<file path="src/rtl/pfd_pkg.sv">
`timescale 1ns/1ps
package pfd_pkg;
  typedef struct packed {
    logic up;
    logic dn;
  } pump_t;

  localparam pump_t PUMP_IDLE = '{up: 1'b0, dn: 1'b0};
endpackage

</file>
<file path="src/rtl/pfd_edge_core.sv">
`timescale 1ns/1ps
module pfd_edge_core #(
  parameter int CNT_W = 8
) (
  input  logic              clk,
  input  logic              rst_n,
  input  logic              pwr_on,
  input  logic              ref_in,
  input  logic              vco_in,
  output pfd_pkg::pump_t    pump,
  output logic              busy,
  output logic              ref_lvl,
  output logic              vco_lvl,
  output logic              cmp_done,
  output logic [CNT_W:0]    cmp_width
);
  import pfd_pkg::*;

  logic             ref_q, vco_q;
  logic             ref_rise, vco_rise;
  logic             up_set, dn_set, meet;
  pump_t            pump_q, pump_d;
  logic [CNT_W-1:0] wid_q;
  logic             wid_sat;
  logic             busy_d;

  assign ref_rise = ref_in & ~ref_q;
  assign vco_rise = vco_in & ~vco_q;
  assign up_set   = pump_q.up | ref_rise;
  assign dn_set   = pump_q.dn | vco_rise;
  assign meet     = up_set & dn_set;

  always_comb begin
    pump_d    = PUMP_IDLE;
    if (pwr_on && !meet) begin
      pump_d.up = up_set;
      pump_d.dn = dn_set;
    end
  end

  assign busy     = pump_q.up | pump_q.dn;
  assign busy_d   = pump_d.up | pump_d.dn;
  assign wid_sat  = &wid_q;
  assign cmp_done = pwr_on & meet;
  assign cmp_width = busy ? ({1'b0, wid_q} + 1'b1) : '0;

  always_ff @(posedge clk or negedge rst_n) begin
    if (!rst_n) begin
      ref_q  <= 1'b0;
      vco_q  <= 1'b0;
      pump_q <= PUMP_IDLE;
      wid_q  <= '0;
    end else begin
      ref_q  <= ref_in;
      vco_q  <= vco_in;
      pump_q <= pump_d;
      if (busy && busy_d) begin
        if (!wid_sat) wid_q <= wid_q + 1'b1;
      end else begin
        wid_q <= '0;
      end
    end
  end

  assign pump    = pump_q;
  assign ref_lvl = ref_q;
  assign vco_lvl = vco_q;

  AST_NO_DUAL_PULSE: assert property (@(posedge clk) disable iff (!rst_n)
    !(pump_q.up && pump_q.dn));
  AST_UP_FROM_REF_EDGE: assert property (@(posedge clk) disable iff (!rst_n)
    $rose(pump_q.up) |-> ($past(ref_in) && !$past(ref_q)));
  AST_PSAVE_NO_PULSE: assert property (@(posedge clk) disable iff (!rst_n)
    !pwr_on |=> (!pump_q.up && !pump_q.dn));
endmodule

</file>
<file path="src/rtl/pfd_lock_qual.sv">
`timescale 1ns/1ps
module pfd_lock_qual #(
  parameter int CNT_W  = 8,
  parameter int LOCK_W = 6
) (
  input  logic              clk,
  input  logic              rst_n,
  input  logic              pwr_on,
  input  logic              busy,
  input  logic              cmp_done,
  input  logic [CNT_W:0]    cmp_width,
  input  logic [CNT_W-1:0]  width_max,
  input  logic [LOCK_W-1:0] run_len,
  output logic              lock_o
);
  logic [LOCK_W-1:0] run_q;
  logic [LOCK_W:0]   run_next;
  logic              viol, good;

  assign viol     = busy & (cmp_width >= {1'b0, width_max});
  assign good     = cmp_done & ~viol;
  assign run_next = {1'b0, run_q} + 1'b1;

  always_ff @(posedge clk or negedge rst_n) begin
    if (!rst_n) begin
      run_q  <= '0;
      lock_o <= 1'b0;
    end else if (!pwr_on || viol) begin
      run_q  <= '0;
      lock_o <= 1'b0;
    end else if (good) begin
      if (run_next >= {1'b0, run_len}) lock_o <= 1'b1;
      if (!(&run_q)) run_q <= run_next[LOCK_W-1:0];
    end
  end

  AST_LOCK_AFTER_CMP: assert property (@(posedge clk) disable iff (!rst_n)
    $rose(lock_o) |-> $past(cmp_done));
  AST_WIDE_PULSE_UNLOCKS: assert property (@(posedge clk) disable iff (!rst_n)
    (busy && (cmp_width > {1'b0, width_max})) |=> !lock_o);
  AST_PSAVE_UNLOCK: assert property (@(posedge clk) disable iff (!rst_n)
    !pwr_on |=> !lock_o);
endmodule

</file>
<file path="src/rtl/pfd_out_sel.sv">
`timescale 1ns/1ps
module pfd_out_sel (
  input  logic           clk,
  input  logic           rst_n,
  input  logic           pwr_on,
  input  logic           pol_sel,
  input  logic           mon_sel,
  input  logic           busy,
  input  pfd_pkg::pump_t pump,
  input  logic           ref_lvl,
  input  logic           vco_lvl,
  input  logic           lock_in,
  output logic           pump_up,
  output logic           pump_dn,
  output logic           shared_o
);
  logic pol_q;
  logic mon;

  always_ff @(posedge clk or negedge rst_n) begin
    if (!rst_n)     pol_q <= 1'b1;
    else if (!busy) pol_q <= pol_sel;
  end

  assign mon      = pol_q ? ref_lvl : vco_lvl;
  assign pump_up  = pwr_on & (pol_q ? pump.up : pump.dn);
  assign pump_dn  = pwr_on & (pol_q ? pump.dn : pump.up);
  assign shared_o = pwr_on & (mon_sel ? mon : lock_in);

  AST_POL_HELD_IN_PULSE: assert property (@(posedge clk) disable iff (!rst_n)
    (busy && $past(busy)) |-> $stable(pol_q));
endmodule

</file>
<file path="src/rtl/phase_cmp_lockmon.sv">
`timescale 1ns/1ps
module phase_cmp_lockmon #(
  parameter int CNT_W  = 8,
  parameter int LOCK_W = 6
) (
  input  logic              clk,
  input  logic              rst_n,
  input  logic              ref_div,
  input  logic              vco_div,
  input  logic              pol_sel,
  input  logic              mon_sel,
  input  logic              pwr_on,
  input  logic [CNT_W-1:0]  cfg_width_max,
  input  logic [LOCK_W-1:0] cfg_lock_len,
  output logic              pump_up,
  output logic              pump_dn,
  output logic              lock_o,
  output logic              shared_o
);
  pfd_pkg::pump_t   pump;
  logic             busy, ref_lvl, vco_lvl, cmp_done;
  logic [CNT_W:0]   cmp_width;

  pfd_edge_core #(.CNT_W(CNT_W)) core_i (
    .clk(clk), .rst_n(rst_n), .pwr_on(pwr_on),
    .ref_in(ref_div), .vco_in(vco_div),
    .pump(pump), .busy(busy), .ref_lvl(ref_lvl), .vco_lvl(vco_lvl),
    .cmp_done(cmp_done), .cmp_width(cmp_width)
  );

  pfd_lock_qual #(.CNT_W(CNT_W), .LOCK_W(LOCK_W)) lock_i (
    .clk(clk), .rst_n(rst_n), .pwr_on(pwr_on), .busy(busy),
    .cmp_done(cmp_done), .cmp_width(cmp_width),
    .width_max(cfg_width_max), .run_len(cfg_lock_len), .lock_o(lock_o)
  );

  pfd_out_sel sel_i (
    .clk(clk), .rst_n(rst_n), .pwr_on(pwr_on), .pol_sel(pol_sel),
    .mon_sel(mon_sel), .busy(busy), .pump(pump),
    .ref_lvl(ref_lvl), .vco_lvl(vco_lvl), .lock_in(lock_o),
    .pump_up(pump_up), .pump_dn(pump_dn), .shared_o(shared_o)
  );

  AST_PUMP_EXCLUSIVE: assert property (@(posedge clk) disable iff (!rst_n)
    !(pump_up && pump_dn));
endmodule

</file>
<file path="config.mk">
export PLATFORM = sky130hd
export DESIGN_NAME = phase_cmp_lockmon
export DESIGN_NICKNAME = d
export VERILOG_FILES = /design/src/rtl/pfd_pkg.sv /design/src/rtl/pfd_edge_core.sv /design/src/rtl/pfd_lock_qual.sv /design/src/rtl/pfd_out_sel.sv /design/src/rtl/phase_cmp_lockmon.sv
export SDC_FILE = /design/constraint.sdc
export NUM_CORES = 1
export LEC_CHECK = 0
export BUFFER_PORTS_ARGS = -buffer_cell sky130_fd_sc_hd__buf_4
export CAP_MARGIN = 15
export CORE_UTILIZATION = 35
export CTS_CLUSTER_DIAMETER = 40
export CTS_CLUSTER_SIZE = 16
export DETAILED_ROUTE_END_ITERATION = 10
export GPL_ROUTABILITY_DRIVEN = 0
export PLACE_DENSITY_LB_ADDON = 0.08
export SLEW_MARGIN = 25
export SYNTH_ARGS = -nofsm -noshare
export SYNTH_HDL_FRONTEND = slang
export SYNTH_SLANG_ARGS = --single-unit
export TNS_END_PERCENT = 1
</file>
<file path="constraint.sdc">
create_clock -name clk -period 7.8 [get_ports clk]
set_clock_uncertainty 0.2 [all_clocks]
set_input_delay 0.39 -clock clk [delete_from_list [all_inputs] [get_ports clk]]
set_output_delay 0.39 -clock clk [all_outputs]
set_load 0.05 [all_outputs]
</file>
### Yosys cells after proc, flatten, opt, wreduce, memory -nomap -nowiden

Cells that the tools add are included.

* register bits after elaboration: 20
* logic and storage cells: 56
* input port bits: 21

* $add $sub $neg: 3
* reduce and logical (&&, ||, !) cells: 11
* equality and inequality tests: 2
* bitwise gates (word level): 16
* multiplexer cells: 14
* order comparisons: 2

Operator list (count)
* $mux W6: 3
* $mux W8: 2
* $add A8 B1 Y9 const B: 1
* $and A1 B1 Y1: 9
* $ge A9 B8 Y1: 1
* $mux W9: 1
* $add A8 B1 Y8 const B: 1
* $reduce_and A8 Y1: 1
* $add A6 B1 Y7 const B: 1
* $ge A7 B6 Y1: 1
* $mux W1: 7
* $reduce_and A6 Y1: 1
* $or A1 B1 Y1: 4
* $reduce_and A2 Y1: 2
* $reduce_bool A2 Y1: 2
* $not A1 Y1: 3
* $logic_and A1 B1 Y1: 2
* $logic_not A1 Y1: 2
* $mux W2: 1
* $ne A2 B1 Y1 const B: 1
* $ne A2 B2 Y1 const B: 1
* $logic_or A1 B1 Y1: 1

### Logic depth before layout (Yosys ltp)

Gate-level depths: netlist of run 1.

* word-level depth: 10
* depth in mapped cells: 10
* depth with buffers taken out: 10

### Hierarchy

From an unflattened synthesis of run 1, not the netlist that was laid out.

* cells, all modules: 158
* area, all modules: 1487.7 µm²

Modules (own cells, without submodules)
* pfd_lock_qual: cells an instance 86, times used 1, area an instance 729.4 µm²
* pfd_edge_core: cells an instance 63, times used 1, area an instance 668.1 µm²
* pfd_out_sel: cells an instance 9, times used 1, area an instance 90.1 µm²

### Least setup slack after synthesis of run 1

No wires, ideal clock.

* kind: reg-to-reg
* start point: register core_i.pump_q, in the netlist core_i.pump[0]
* end point: register lock_i.lock_o
* clock period less this slack: 2.455 ns
* buffers on the path: 1
* setup slack: 5.345 ns
* required time: 7.456 ns
* stages on the path, launching flop included: 10
* arrival time: 2.111 ns
* library setup time: 0.144 ns
* cells stage by stage: dfrtp_1 > nor2_2 > clkbuf_1 > nor2_1 > ha_1 > nand2_1 > o21ai_0 > a21oi_1 > o221ai_1 > nor3_1

* longest elaborated chain between the ends: 8
* elaborated cells on any way between the ends: 14
* classes of those cells: order compare: 1; mux: 2; bitwise: 7; reduce/logical: 4

Ends and longest elaborated chain
* start, declared: RTL line pfd_edge_core.sv:22 `pump_t pump_q, pump_d;`
* start signal, assigned: RTL line pfd_edge_core.sv:56 `pump_q <= pump_d;`
* $or A1 B1 Y1: RTL line pfd_edge_core.sv:41 `assign busy = pump_q.up | pump_q.dn;`
* $mux W9: RTL line pfd_edge_core.sv:45 `assign cmp_width = busy ? ({1'b0, wid_q} + 1'b1) : '0;`
* $ge A9 B8 Y1: RTL line pfd_lock_qual.sv:20 `assign viol = busy & (cmp_width >= {1'b0, width_max});`
* $and A1 B1 Y1: RTL line pfd_lock_qual.sv:20
* $not A1 Y1: RTL line pfd_lock_qual.sv:21 `assign good = cmp_done & ~viol;`
* $and A1 B1 Y1: RTL line pfd_lock_qual.sv:21
* $reduce_bool A2 Y1 (no line)
* $reduce_and A2 Y1 (no line)
* end signal, assigned: RTL line pfd_lock_qual.sv:27 `lock_o <= 1'b0;`
* end signal, assigned: RTL line pfd_lock_qual.sv:30 `lock_o <= 1'b0;`
* end signal, assigned: RTL line pfd_lock_qual.sv:32 `if (run_next >= {1'b0, run_len}) lock_o <= 1'b1;`
* end, declared: RTL line pfd_lock_qual.sv:14 `output logic lock_o`

Parallel ways exist; a longest one is shown, timed or not.
A chain may end at the register's enable or synchronous reset.

### Worst setup path in the final report of run 1

Same ends and word-level chain as after synthesis.

==> run_results.csv, run 1 <==
group,metric,value,unit
run_status,status,"complete, no violations",
cts,clock-sinks,20,
worst_setup_path,cp-start-kind,"flop",
layout,n_fill_cell,387,
floorplan,num_rows,22,
detailed_routing,vias,1150,
place,io_buffers,24,
yosys,ys.flop_type,"dfrtp_1",
cts,h-tree-depth,1,
grt,grt_pass1_vias,1216,
layout,multi_input_area,878.3,um2
sta,timing.final.crit_share,34.80,%
floorplan,fp.dieArea,4364,um2
layout,final_cell_mix,"buf_4, nor2_1, dfrtp_1",
min_path,hold_class,"in -> reg",
worst_setup_path,critPathArrivalTime,2630,ps
yosys,ys_warn_count,0,
grt,track_usage,16.43,%
cts,path_clk_slew,70,ps
yosys,netlist_instances,155,
cts,root_buffer,"clkbuf_8",
layout,postLayoutCoreUtil,45.75,%
layout,num-nets-final,221,
cts,cts.path.max_buffers,2,
sta,setup_viol_count_final,0,
grt,grt_max_degree,21,
worst_setup_path,endpoint_kind,"flop",
yosys,synth_cell_types,35,
detailed_routing,wire_per_inst,12.65,um
floorplan,pin_count,25,
floorplan,die_y,66.06,um
sta,rsz0062_at_grt,"no",
worst_setup_path,rr_startpoint,"core_i.pump[0]",
detailed_routing,drt_iter0_markers,61,
detailed_routing,totalWireLength,2.923,mm
grt,grt_overflow,0,
layout,antenna-diode-count,0,
yosys,synth-edff-count,0,
yosys,async_reset_ff_share,100.0,%
grt,grt_first_pass_wirelength,5.368,mm
power,ir_drop,0.05390,mV
sta,period_minus_slack,2714,ps
worst_setup_path,path_max_fanout,18,
detailed_routing,drc_errors,0,
floorplan,fp.dieW,66.06,um
job,cap_violations,0,
cts,cts_tree,"done",
yosys,synth_nets,192,
yosys,syn_avg_cell_area,9.267,um2
layout,area_growth,20.99,%
detailed_routing,drtAntennaViolNets,0,
worst_setup_path,setup.worst_path.start,"core_i.pump[0]",
min_path,hp-start,"vco_div",
layout,regArea,501.7,um2
worst_setup_path,required,7720,ps
sta,max_freq,0.3684,GHz
sta,worst_pin_slew,662.3,ps
layout,layout_commonest_cell,"buf_4",
detailed_routing,via_per_inst,4.978,
worst_setup_path,critical_path_class,"reg -> reg",
floorplan,fp.coreArea,3799,um2
yosys,syn_area,1436,um2
floorplan,initial_core_util,37.81,%
detailed_routing,firstDrtPassIters,4,
place,dp_hpwl,2.339,mm
cts,clk_latency,260,ps
sta,drv_slew,0,
sta,tns,0,ps
sta,timing_hold_violations_final,0,
power,pwr_density_cell,131.3,nW/um2
cts,cts_made_buffers,3,
power,leakagePower,0.8472,nW
layout,drive_above_1_share,20.77,%
grt,antenna_found_initial,0,
yosys,yosysSeqAreaShare,34.93,%
yosys,synth_seq_cells,20,
sta,slew_headroom,55.80,%
==> Yosys cell counts, types with 2 or more instances <==
cell type,n,area share (%)
nor2b_1,5,2.2
and3_1,2,0.87
a21oi_1,8,2.8
a21oi_4,2,2.3
nand3_1,7,2.4
mux2i_1,4,2.8
xor2_1,5,3.0
inv_1,13,3.4
nor2_1,20,5.2
a211oi_1,5,2.6
ha_1,16,14
nand2b_1,2,0.87
nor3_1,5,1.7
xnor2_1,11,6.7
o21ai_0,3,1.0
nand2_1,10,2.6
dfrtp_1,19,33
==> report_power, final <==
group / internal, mW / leakage, nW / total (mW) / switching, mW
registers: 0.106 / 0.270 / 0.110 / 0.00331
clock network: 0.0449 / 0.0288 / 0.0790 / 0.0340
logic: 0.0176 / 0.549 / 0.0394 / 0.0218
==> flip-flops by register name, summed over array words and instances, names as in the netlist <==
| signal | count |
|---|---|
| core_i.vco_lvl | 1 |
| core_i.wid_q | 8 |
| sel_i.pol_q | 1 |
| core_i.pump | 2 |
| core_i.ref_lvl | 1 |
| lock_i.lock_o | 1 |
| lock_i.run_q | 6 |
==> cells by family (layout without fill, tap and decap cells) <==
| logic type | after synthesis | count (layout) | share of synthesized area (%) |
|---|---|---|---|
| AO/OA/AOI/OAI | 24 | 24 | 12.72 |
| AND/OR/NAND/NOR | 59 | 59 | 21.17 |
| buffers and inverters | 15 | 43 | 3.920 |
| adder cells (fa/ha/maj) | 16 | 16 | 13.94 |
| XOR/XNOR | 16 | 16 | 9.756 |
| flip-flops | 20 | 20 | 34.93 |
| multiplexers | 5 | 5 | 3.571 |
==> final cells by class <==
cell class	instances	area share, %
multi-input combinational	120	50.54
sequential	20	28.87
timing repair buffer	25	10.94
tap	48	3.456
clock buffer	4	3.168
inverter	14	3.024
==> per-layer routing <==
metal / global-route usage [%] / share of wire, % / up-vias
met5: 0 / 0 / -
met4: 6.383 / 1.1 / 0
met3: 2.759 / 2.4 / 4
met2: 29.59 / 53 / 15
li1: - / - / 589
met1: 19.17 / 43 / 542
==> metrics by stage <==
step	instances	instance area [um2]	total power [mW]	setup slack, ps	hold slack, ps
after CTS	231	1738	0.2313	5031	62.05
after floorplan	155	1436	0.1346	5345	-105.6
after global placement	226	1673	0.1506	5121	82.64
final	231	1738	0.2281	5086	65.72
after detailed placement	226	1673	0.1517	5026	87.95
after global routing	231	1738	0.2416	4816	53.67
==> worst max-delay path, cell delays in order (launching register included) <==
cell	delay, ps
dfrtp_1	450
nor2_2	560
nor2_1	140
ha_1	320
a21oi_1	60
o21ai_0	150
a21oi_1	70
o221ai_1	490
nor3_1	130
==> path summary, 6_finish.rpt <==
| path | depth (start not counted) | endpoint | slack [ps] |
|---|---|---|---|
| worst min register to register | 1 | core_i.wid_q[6] | 370 |
| max in group asynchronous | 2 | sel_i.pol_q | 6790 |
| worst min-delay path | 1 | core_i.vco_lvl | 70 |
| worst max register to register | 8 | lock_i.lock_o | 5090 |
| worst max-delay path | 8 | lock_i.lock_o | 5090 |
| min in group asynchronous | 2 | core_i.wid_q[3] | 350 |
==> timing repair <==
| item | in CTS | in global routing |
|---|---|---|
| hold buffers | 1 | 0 |
| gates resized for setup | 0 | 0 |
| endpoints found under the hold margin | 19 | 0 |
| setup buffers | 0 | 0 |
Power figures use the tool's default switching activity.
==> run 2, diff against run 1 <==
==> constraint.sdc (replaced) <==
create_clock -name clk -period 2.6 [get_ports clk]
set_clock_uncertainty 0.2 [all_clocks]
set_input_delay 0.13 -clock clk [delete_from_list [all_inputs] [get_ports clk]]
set_output_delay 0.13 -clock clk [all_outputs]
set_load 0.05 [all_outputs]
==> run_results.csv, run 2 (same netlist as run 1, synthesis figures left out) <==
group,metric,value,unit
layout,num-nets-final,230,
job,cap_violations,0,
worst_setup_path,crit_path_end,"lock_i.lock_o",
floorplan,pin_count,25,
layout,antenna-diode-count,0,
sta,setup_slack,208.0,ps
worst_setup_path,critPathArrivalTime,2370,ps
sta,timing_hold_violations_final,0,
min_path,hold_class,"in -> async",
grt,grt_pass1_vias,1241,
cts,cts_made_buffers,3,
cts,root_buffer,"clkbuf_8",
grt,grt_overflow,0,
sta,drv_slew,0,
grt,grt_max_degree,21,
layout,final_cell_mix,"buf_4, nor2_1, dfrtp_1",
detailed_routing,drc_errors,0,
worst_setup_path,cpMostUsedCell,"a21oi_1",
detailed_routing,drtAntennaViolNets,0,
worst_setup_path,path_max_fanout,7,
detailed_routing,vias,1233,
grt,antenna_found_initial,0,
place,dp_slack,110.8,ps
floorplan,fp.dieW,66.06,um
place,io_buffers,24,
worst_setup_path,r2r_slack,210,ps
cts,clk_latency,260,ps
worst_setup_path,cp.depth,11,
floorplan,num_rows,22,
run_status,status,"complete, no violations",
worst_setup_path,worstPathCellList,"ha_2, and3_4, xnor2_1, nor2_1, ha_1, a21oi_1, o21ai_0, a21oi_1, o221ai_1, buf_4, nor3_2",
power,ir_drop,0.1877,mV
floorplan,fp.dieArea,4364,um2
layout,area_growth,28.75,%
worst_setup_path,max_stage_delay,410,ps
power,pwr_density_cell,421.0,nW/um2
power,leakagePower,0.8885,nW
worst_setup_path,crit_family,"adder cells",
floorplan,initial_core_util,37.81,%
grt,grtUsageMet2,29.72,%
worst_setup_path,required,2580,ps
layout,largest_reg_flops,8,
sta,period_minus_slack,2392,ps
grt,grt_use_met3,2.586,%
floorplan,die_y,66.06,um
sta,rsz0062_at_grt,"no",
place,dp_hpwl,2.467,mm
grt,grt_first_pass_wirelength,5.506,mm
sta,worst_pin_slew,448.4,ps
detailed_routing,via_per_inst,5.138,
layout,drive_above_1_share,24.48,%
sta,max_freq,0.4181,GHz
layout,layout_commonest_cell,"buf_4",
detailed_routing,totalWireLength,3.131,mm
cts,cts_tree,"done",
grt,track_usage,16.55,%
sta,tns,0,ps
worst_setup_path,rr_worst_depth,11,
floorplan,fp.coreArea,3799,um2
cts,h-tree-depth,1,
layout,largest-register,"core_i.wid_q",
detailed_routing,wire_per_inst,13.05,um
detailed_routing,firstDrtPassIters,5,
worst_setup_path,setup.worst_path.start,"core_i.wid_q[0]",
sta,slew_headroom,69.87,%
cts,path_clk_slew,80,ps
place,dpl_cell_area,1695,um2
cts,cts.path.max_buffers,2,
worst_setup_path,r2r_end,"lock_i.lock_o",
detailed_routing,drt_iter0_markers,74,
sta,setup_viol_count_final,0,
worst_setup_path,cp-start-kind,"flop",
grt,top_usage_layer,"met2",
grt,met1_usage,19.92,%
worst_setup_path,critical_path_class,"reg -> reg",
worst_setup_path,worstPathBufferInverterCount,1,
worst_setup_path,endpoint_kind,"flop",
layout,design_area,1849,um2
sta,timing.final.crit_share,92.00,%
cts,clock-sinks,20,
worst_setup_path,cp_slowest_cell,"dfrtp_1",
worst_setup_path,rr_startpoint,"core_i.wid_q[0]",
==> run 2: power by group <==
part	internal (mW)	total, mW	switching (mW)
sequential	0.319	0.329	0.00959
combinational	0.0624	0.133	0.0701
clock	0.206	0.317	0.112
total	0.587	0.779	0.191
==> run 2: cell type report <==
cell class | count | area, um2
Clock buffer | 3 | 41.29
Multi-Input combinational cell | 120 | 895.9
Timing Repair Buffer | 34 | 267.8
Clock inverter | 1 | 30.03
Tap cell | 48 | 60.06
Inverter | 14 | 52.55
Fill cell | 367 | 1949
Sequential cell | 20 | 501.7
==> run 2: worst min-delay path by stage <==
stage	to	cells past startpoint	slack, ps	start
floorplan	core_i.pump[0]	0	-370	rst_n
global placement	core_i.wid_q[4]	1	-170	rst_n
detailed placement	lock_i.run_q[2]	1	-170	rst_n
CTS	core_i.wid_q[4]	2	90	rst_n
global route	core_i.wid_q[4]	2	130	rst_n
finish	core_i.wid_q[4]	2	80	rst_n
==> run 2: timing repair <==
item	4_1_cts	5_1_grt
hold endpoints to repair	25	0
setup endpoints to repair	0	7
hold buffers	5	0
gates resized for setup	0	4
buffers inserted	0	2
==> run 2: stage by stage <==
step                      cells  hold WS [ps]  utilization [%]  total power, mW
final                       240         77.88            48.68           0.7786
after global routing        240         125.3            48.68           0.8053
after floorplan             155        -365.6                -           0.4038
after global placement      229        -171.4            44.63           0.4581
after CTS                   238         93.14            47.83           0.7808
after detailed placement    229        -167.0            44.63           0.4624
==> run 2: layer usage <==
metal | wire length, um | share of wire, %
met5 | 0 | 0
met4 | 35 | 1.1
met3 | 84 | 2.7
met2 | 1638 | 52
met1 | 1373 | 44
